## src/rtl/pwr_led_pkg.sv

```systemverilog
package pwr_led_pkg;

    localparam int unsigned N_PINS  = 2;
    localparam int unsigned REG_W   = 16;

    // Bit positions of the register fields
    localparam int unsigned B_SMI   = 0;
    localparam int unsigned B_SCI   = 1;
    localparam int unsigned B_ICPT  = 2;
    localparam int unsigned B_PBEV  = 3;
    localparam int unsigned B_MODE  = 4;
    localparam int unsigned B_OWN   = 8;

    typedef enum logic [1:0] {
        LED_LOW   = 2'b00,
        LED_HIGH  = 2'b01,
        LED_BLINK = 2'b10,
        LED_RSVD  = 2'b11
    } led_mode_e;

    typedef enum logic {
        PH_DARK = 1'b0,
        PH_LIT  = 1'b1
    } blink_ph_e;

endpackage

```

## src/rtl/pwr_led_regs.sv

```systemverilog
module pwr_led_regs
    import pwr_led_pkg::*;
(
    input  logic                clk,
    input  logic                rst_n,
    input  logic                wr_en,
    input  logic [1:0]          wr_be,
    input  logic [REG_W-1:0]    wr_data,
    output logic [REG_W-1:0]    rd_data,
    output logic [2*N_PINS-1:0] modes,
    output logic                own,
    output logic                smi_sel,
    output logic                icpt_en,
    output logic                sci_pulse,
    output logic                pbev_pulse
);

    logic lo_wr;
    logic hi_wr;

    assign lo_wr = wr_en && wr_be[0];
    assign hi_wr = wr_en && wr_be[1];

    always_ff @(posedge clk or negedge rst_n) begin
        if (!rst_n) begin
            smi_sel <= 1'b0;
            icpt_en <= 1'b0;
            modes   <= '0;
        end else if (lo_wr) begin
            smi_sel <= wr_data[B_SMI];
            icpt_en <= wr_data[B_ICPT];
            modes   <= wr_data[B_MODE +: 2*N_PINS];
        end
    end

    always_ff @(posedge clk or negedge rst_n) begin
        if (!rst_n) begin
            own <= 1'b0;
        end else if (hi_wr) begin
            own <= wr_data[B_OWN];
        end
    end

    always_ff @(posedge clk or negedge rst_n) begin
        if (!rst_n) begin
            sci_pulse  <= 1'b0;
            pbev_pulse <= 1'b0;
        end else begin
            sci_pulse  <= lo_wr && wr_data[B_SCI];
            pbev_pulse <= lo_wr && wr_data[B_PBEV];
        end
    end

    always_comb begin
        rd_data                        = '0;
        rd_data[B_SMI]                 = smi_sel;
        rd_data[B_ICPT]                = icpt_en;
        rd_data[B_MODE +: 2*N_PINS]    = modes;
        rd_data[B_OWN]                 = own;
    end

endmodule

```

## src/rtl/pwr_led_blink.sv

```systemverilog
module pwr_led_blink
    import pwr_led_pkg::*;
#(
    parameter int unsigned CLK_HZ   = 32_768_000,
    parameter int unsigned BLINK_HZ = 1
) (
    input  logic clk,
    input  logic rst_n,
    output logic phase
);

    localparam int unsigned HALF  = CLK_HZ / (2 * BLINK_HZ);
    localparam int unsigned CNT_W = $clog2(HALF + 1);
    localparam logic [CNT_W-1:0] LAST = CNT_W'(HALF - 1);

    logic [CNT_W-1:0] cnt;
    logic             term;
    blink_ph_e        state;
    blink_ph_e        state_nx;

    assign term = (cnt == LAST);

    always_ff @(posedge clk or negedge rst_n) begin
        if (!rst_n) begin
            cnt <= '0;
        end else if (term) begin
            cnt <= '0;
        end else begin
            cnt <= cnt + 1'b1;
        end
    end

    always_comb begin
        state_nx = state;
        unique case (state)
            PH_DARK: if (term) state_nx = PH_LIT;
            PH_LIT:  if (term) state_nx = PH_DARK;
        endcase
    end

    always_ff @(posedge clk or negedge rst_n) begin
        if (!rst_n) begin
            state <= PH_DARK;
        end else begin
            state <= state_nx;
        end
    end

    always_comb begin
        unique case (state)
            PH_DARK: phase = 1'b0;
            PH_LIT:  phase = 1'b1;
        endcase
    end

endmodule

```

## src/rtl/pwr_led_pinmux.sv

```systemverilog
module pwr_led_pinmux
    import pwr_led_pkg::*;
(
    input  logic [2*N_PINS-1:0] modes,
    input  logic                own,
    input  logic                phase,
    input  logic [N_PINS-1:0]   gpio_in,
    output logic [N_PINS-1:0]   pin_out
);

    for (genvar i = 0; i < N_PINS; i++) begin : g_pin
        led_mode_e mode;
        logic      led;

        assign mode = led_mode_e'(modes[2*i +: 2]);

        always_comb begin
            unique case (mode)
                LED_LOW:   led = 1'b0;
                LED_HIGH:  led = 1'b1;
                LED_BLINK: led = phase;
                LED_RSVD:  led = 1'b0;
            endcase
        end

        assign pin_out[i] = own ? led : gpio_in[i];
    end

endmodule

```

## src/rtl/pwr_led_ctrl.sv

```systemverilog
module pwr_led_ctrl
    import pwr_led_pkg::*;
#(
    parameter int unsigned CLK_HZ   = 32_768_000,
    parameter int unsigned BLINK_HZ = 1
) (
    input  logic        clk,
    input  logic        rst_n,
    input  logic        wr_en,
    input  logic [1:0]  wr_be,
    input  logic [15:0] wr_data,
    output logic [15:0] rd_data,
    input  logic        in_s0,
    input  logic [1:0]  gpio_in,
    output logic [1:0]  pin_out,
    output logic        smi_select,
    output logic        intercept_active,
    output logic        sci_now_pulse,
    output logic        pwrbtn_evt_pulse
);

    logic [2*N_PINS-1:0] modes;
    logic                own;
    logic                icpt_en;
    logic                phase;

    pwr_led_regs u_regs (
        .clk        (clk),
        .rst_n      (rst_n),
        .wr_en      (wr_en),
        .wr_be      (wr_be),
        .wr_data    (wr_data),
        .rd_data    (rd_data),
        .modes      (modes),
        .own        (own),
        .smi_sel    (smi_select),
        .icpt_en    (icpt_en),
        .sci_pulse  (sci_now_pulse),
        .pbev_pulse (pwrbtn_evt_pulse)
    );

    pwr_led_blink #(
        .CLK_HZ   (CLK_HZ),
        .BLINK_HZ (BLINK_HZ)
    ) u_blink (
        .clk   (clk),
        .rst_n (rst_n),
        .phase (phase)
    );

    pwr_led_pinmux u_mux (
        .modes   (modes),
        .own     (own),
        .phase   (phase),
        .gpio_in (gpio_in),
        .pin_out (pin_out)
    );

    assign intercept_active = icpt_en && in_s0;

endmodule

```

## config.mk

```make
export PLATFORM = sky130hd
export DESIGN_NAME = pwr_led_ctrl
export DESIGN_NICKNAME = d
export VERILOG_FILES = /design/src/rtl/pwr_led_pkg.sv /design/src/rtl/pwr_led_regs.sv /design/src/rtl/pwr_led_blink.sv /design/src/rtl/pwr_led_pinmux.sv /design/src/rtl/pwr_led_ctrl.sv
export SDC_FILE = /design/constraint.sdc
export NUM_CORES = 1
export LEC_CHECK = 0
export BUFFER_PORTS_ARGS = -buffer_cell sky130_fd_sc_hd__clkbuf_2
export CAP_MARGIN = 0
export CORE_MARGIN = 2
export CORE_UTILIZATION = 50
export DETAILED_ROUTE_END_ITERATION = 12
export PLACE_DENSITY = 0.76
export SLEW_MARGIN = 25
export SYNTH_ARGS = -nofsm -noshare
export SYNTH_HDL_FRONTEND = slang
export SYNTH_SLANG_ARGS = --single-unit
```

## constraint.sdc

```tcl
create_clock -name clk -period 4.7 [get_ports clk]
set_clock_uncertainty 0.1 [all_clocks]
set_input_delay 0 -clock clk [delete_from_list [all_inputs] [get_ports clk]]
set_output_delay 0 -clock clk [all_outputs]
set_load 0.01 [all_outputs]
```

==> summary.md <==
| Metric | Value |
|---|---|
| Hold Path Origin | wr_be[0] |
| Buffers added on ports | 29 |
| Largest net degree at the start of global routing | 35 |
| Yosys warning total | 0 |
| Clk Latency, worst-skew pair | 0.35 ns |
| Top cell type's share of synthesized area | 49.7% |
| Reg2reg start | u_blink.cnt[0] |
| Area of the multi-input gates | 769 µm² |
| DRC | 0 |
| Worst Reg-to-Reg Cells | 5 |
| Psw | 0.147 mW |
| CP max FO | 8 |
| Initial antenna violation count | 0 |
| Clock power share | 31.4% |
| FP Rows | 21 |
| Vias in the first global route | 1278 |
| Vias/cell | 5.15 |
| Actual slew at the worst max-slew pin | 0.819 ns |
| Combinational power share | 13.2% |
| CP Launch Type | register |
| Hold EP | u_regs.modes[0] |
| CP required | 4.82 ns |
| Final hold violation count | 0 |
| Total negative slack | 0 ns |
| Routed WL per cell | 13.5 µm |
| CTS Buffer Depth | 2 |
| Part of the power in registers | 55.4% |
| Number of setup buffers added after CTS | 0 |
| Filler Cell Count | 299 |
| Sequential area share after synthesis | 49.7% |
| Internal power | 0.412 mW |
| Leakage power figure | 0.974 nW |
| Sink Count | 34 |
| Area contributors post-synth | dfrtp_1, buf_4, mux2_2 |
| Worst reg2reg endpoint | u_blink.cnt[3] |
| Peak supply drop | 151 µV |
| Place WS | 2.56 ns |
| Final slew viol count | 0 |
| Final WL | 3.41 mm |
| Worst Hold Depth | 3 |
| FF+latch area | 851 µm² |
| Final Util | 61.4% |
| Die Height | 62.5 µm |
| Fin nets | 232 |
| Hold_buf cts | 13 |
| Final worst path period need | 2.15 ns |
| Unrepaired setup endpoints after global routing | no |
| Cts bufs inserted | 5 |
| Core outline area | 3310 µm² |
| Sw frac | 26.2% |
| Die width | 62.5 µm |
| Hold slack | 0.0784 ns |
| Pwr per Cell Area | 275 nW/µm² |
| Synthesized flop and latch total | 34 |
| Fin worst setup slack | 2.55 ns |
| Worst slew margin | 45.4% |
| Final Setup Violations | 0 |
| R2R Setup Slk | 2.55 ns |
| CTS tree | done |
| Synth-to-Final Area Change | 18.6% |
| GRT Residual Overflow | 0 |
| Fmax | 0.466 GHz |
| Ys flop type | dfrtp_1 |
| Diode count | 0 |
| Dpl cells | 231 |
| Drt first pass iters | 4 |
| First-pass GRT wire length | 5.93 mm |
| Initial core utilization | 51.7% |
| Syn Std Cell Area | 1710 µm² |
| Max-cap check violation count | 0 |
| Hold Path Class | input pin to register |
| Final non-filler cell total | 252 |
| CTS root buffer | clkbuf_4 |
| Die area | 3910 µm² |
| Critical Path AT | 2.27 ns |
| Number of synthesized flops with an enable pin | 0 |
| Vias after detailed routing | 1298 |
| Initial DRC Count | 42 |
| CTS clk-pin slew, worst paths | 0.11 ns |
| Dominant cell type by area after synthesis | dfrtp_1 |
| Post-synth cell types | 33 |
| I/O pin count | 46 |
| Status | completed |
| Setup Crit Path Kind | register to register |
| Syn Area/Cell | 10.5 µm² |
| Gates resized, CTS repair | 0 |
| Final Cycle Share | 45.7% |
| Antenna Nets Post-Route | 0 |
| RePlAce Congestion | 0.771 |
| CTS H-tree lvls | 2 |
| FFs w/ async S/R, synth | 100% |
| Dpl hpwl | 2.22 mm |
| Layout cells sized above 1 | 24.8% |
| CP endpoint kind | register |
| Overall routing resource usage | 20.0% |
| Syn Inst Count | 163 |
[Yosys cell counts, types with 2 or more instances]
cell,number
a21oi_1,3
and2_1,2
and3_1,7
and3_2,2
buf_2,2
buf_4,12
dfrtp_1,34
ha_1,3
inv_1,5
mux2_2,8
nand2_1,10
nand3_1,12
nand4_1,6
nor2_1,16
nor2b_1,2
nor3_1,2
o21ai_0,4
o31ai_1,3
xnor2_1,9
xor2_1,8
[flip-flops by register name, indices dropped and copies added (netlist names)]
| signal | cells |
|---|---|
| u_blink.cnt | 24 |
| u_regs.modes | 4 |
| u_blink.state | 1 |
| u_regs.icpt_en | 1 |
| u_regs.own | 1 |
| u_regs.pbev_pulse | 1 |
| u_regs.sci_pulse | 1 |
| u_regs.smi_sel | 1 |
[power by group through the flow]
stage | clock, mW | combinational (mW) | sequential (mW)
detailed placement | 0 | 0.0648 | 0.315
finish | 0.175 | 0.0740 | 0.310
global placement | 0 | 0.0635 | 0.314
floorplan | 0 | 0.0413 | 0.317
global route | 0.196 | 0.0819 | 0.311
CTS | 0.180 | 0.0745 | 0.310
[cells in the final DEF, fill, tap and decap left out]
master / netlist / final
a211oi_1: 1 / 1
a21oi_1: 3 / 3
a31oi_1: 1 / 1
a32oi_1: 1 / 1
and2_1: 2 / 2
and3_1: 7 / 7
and3_2: 2 / 2
clkbuf_1: 1 / 1
clkbuf_2: 0 / 29
clkbuf_4: 0 / 5
clkbuf_8: 0 / 1
clkinv_2: 0 / 1
conb_1: 1 / 9
dfrtp_1: 34 / 34
dlygate4sd3_1: 0 / 13
ha_1: 3 / 3
inv_1: 5 / 5
mux2_2: 8 / 8
nand2_1: 10 / 10
nand2_2: 1 / 1
nand3_1: 12 / 12
nand3_2: 1 / 1
nand4_1: 6 / 6
nand4_4: 1 / 1
nor2_1: 16 / 16
nor2b_1: 2 / 2
nor3_1: 2 / 2
nor4_1: 1 / 1
nor4_2: 1 / 1
nor4_4: 1 / 1
o21a_1: 1 / 1
o21ai_0: 4 / 4
o21ai_1: 1 / 1
o31ai_1: 3 / 3
xnor2_1: 9 / 9
xor2_1: 8 / 8
[final cells by class]
type / instances / area share (%)
Timing Repair Buffer: 42 / 13.5
Multi-Input combinational cell: 117 / 37.9
Sequential cell: 34 / 41.9
Clock inverter: 1 / 0.246
Tap cell: 46 / 2.83
Clock buffer: 7 / 2.71
Inverter: 5 / 0.924
[critical path: stages, from the launching register on]
cell	delay (ns)
dfrtp_1	0.41
ha_1	0.24
and3_1	0.26
nor2b_1	0.51
and3_1	0.43
nor2_1	0.09
[cells by family (layout without fill, tap and decap cells)]
family,Yosys count,after routing,synth area share (%)
multiplexers,8,8,5.26
flip-flops,34,34,49.7
AND/OR/NAND/NOR,65,65,21.4
XOR/XNOR,17,17,8.69
adder cells (fa/ha/maj),3,3,2.19
AO/OA/AOI/OAI,15,15,5.41
buffers and inverters,20,55,7.16
other,1,9,0.219
[through the flow]
step	instance area [µm²]	total power, mW
3_5_place_dp	1840	0.380
6_report	2030	0.559
5_1_grt	2030	0.589
4_1_cts	2030	0.564
2_1_floorplan	1740	0.359
3_3_place_gp	1840	0.378
[metal layers]
metal	up-vias	wire (µm)	track usage [%]
met4	0	64	8.33
met3	5	158	7.03
met1	636	1400	22.4
met5	-	0	0
met2	29	1790	34.4
li1	628	-	-
[worst max path at each step]
stage	startpoint	to	slack (ns)	cells after the start
CTS	u_blink.cnt[0]	u_blink.cnt[3]	2.54	5
global placement	u_blink.cnt[0]	u_blink.cnt[15]	2.62	5
global route	u_blink.cnt[0]	u_blink.cnt[13]	2.36	5
floorplan	u_blink.cnt[0]	u_blink.cnt[13]	3.03	7
finish	u_blink.cnt[0]	u_blink.cnt[3]	2.55	5
detailed placement	u_blink.cnt[0]	u_blink.cnt[13]	2.56	5
Note: power is estimated with default switching activity, not from simulation.
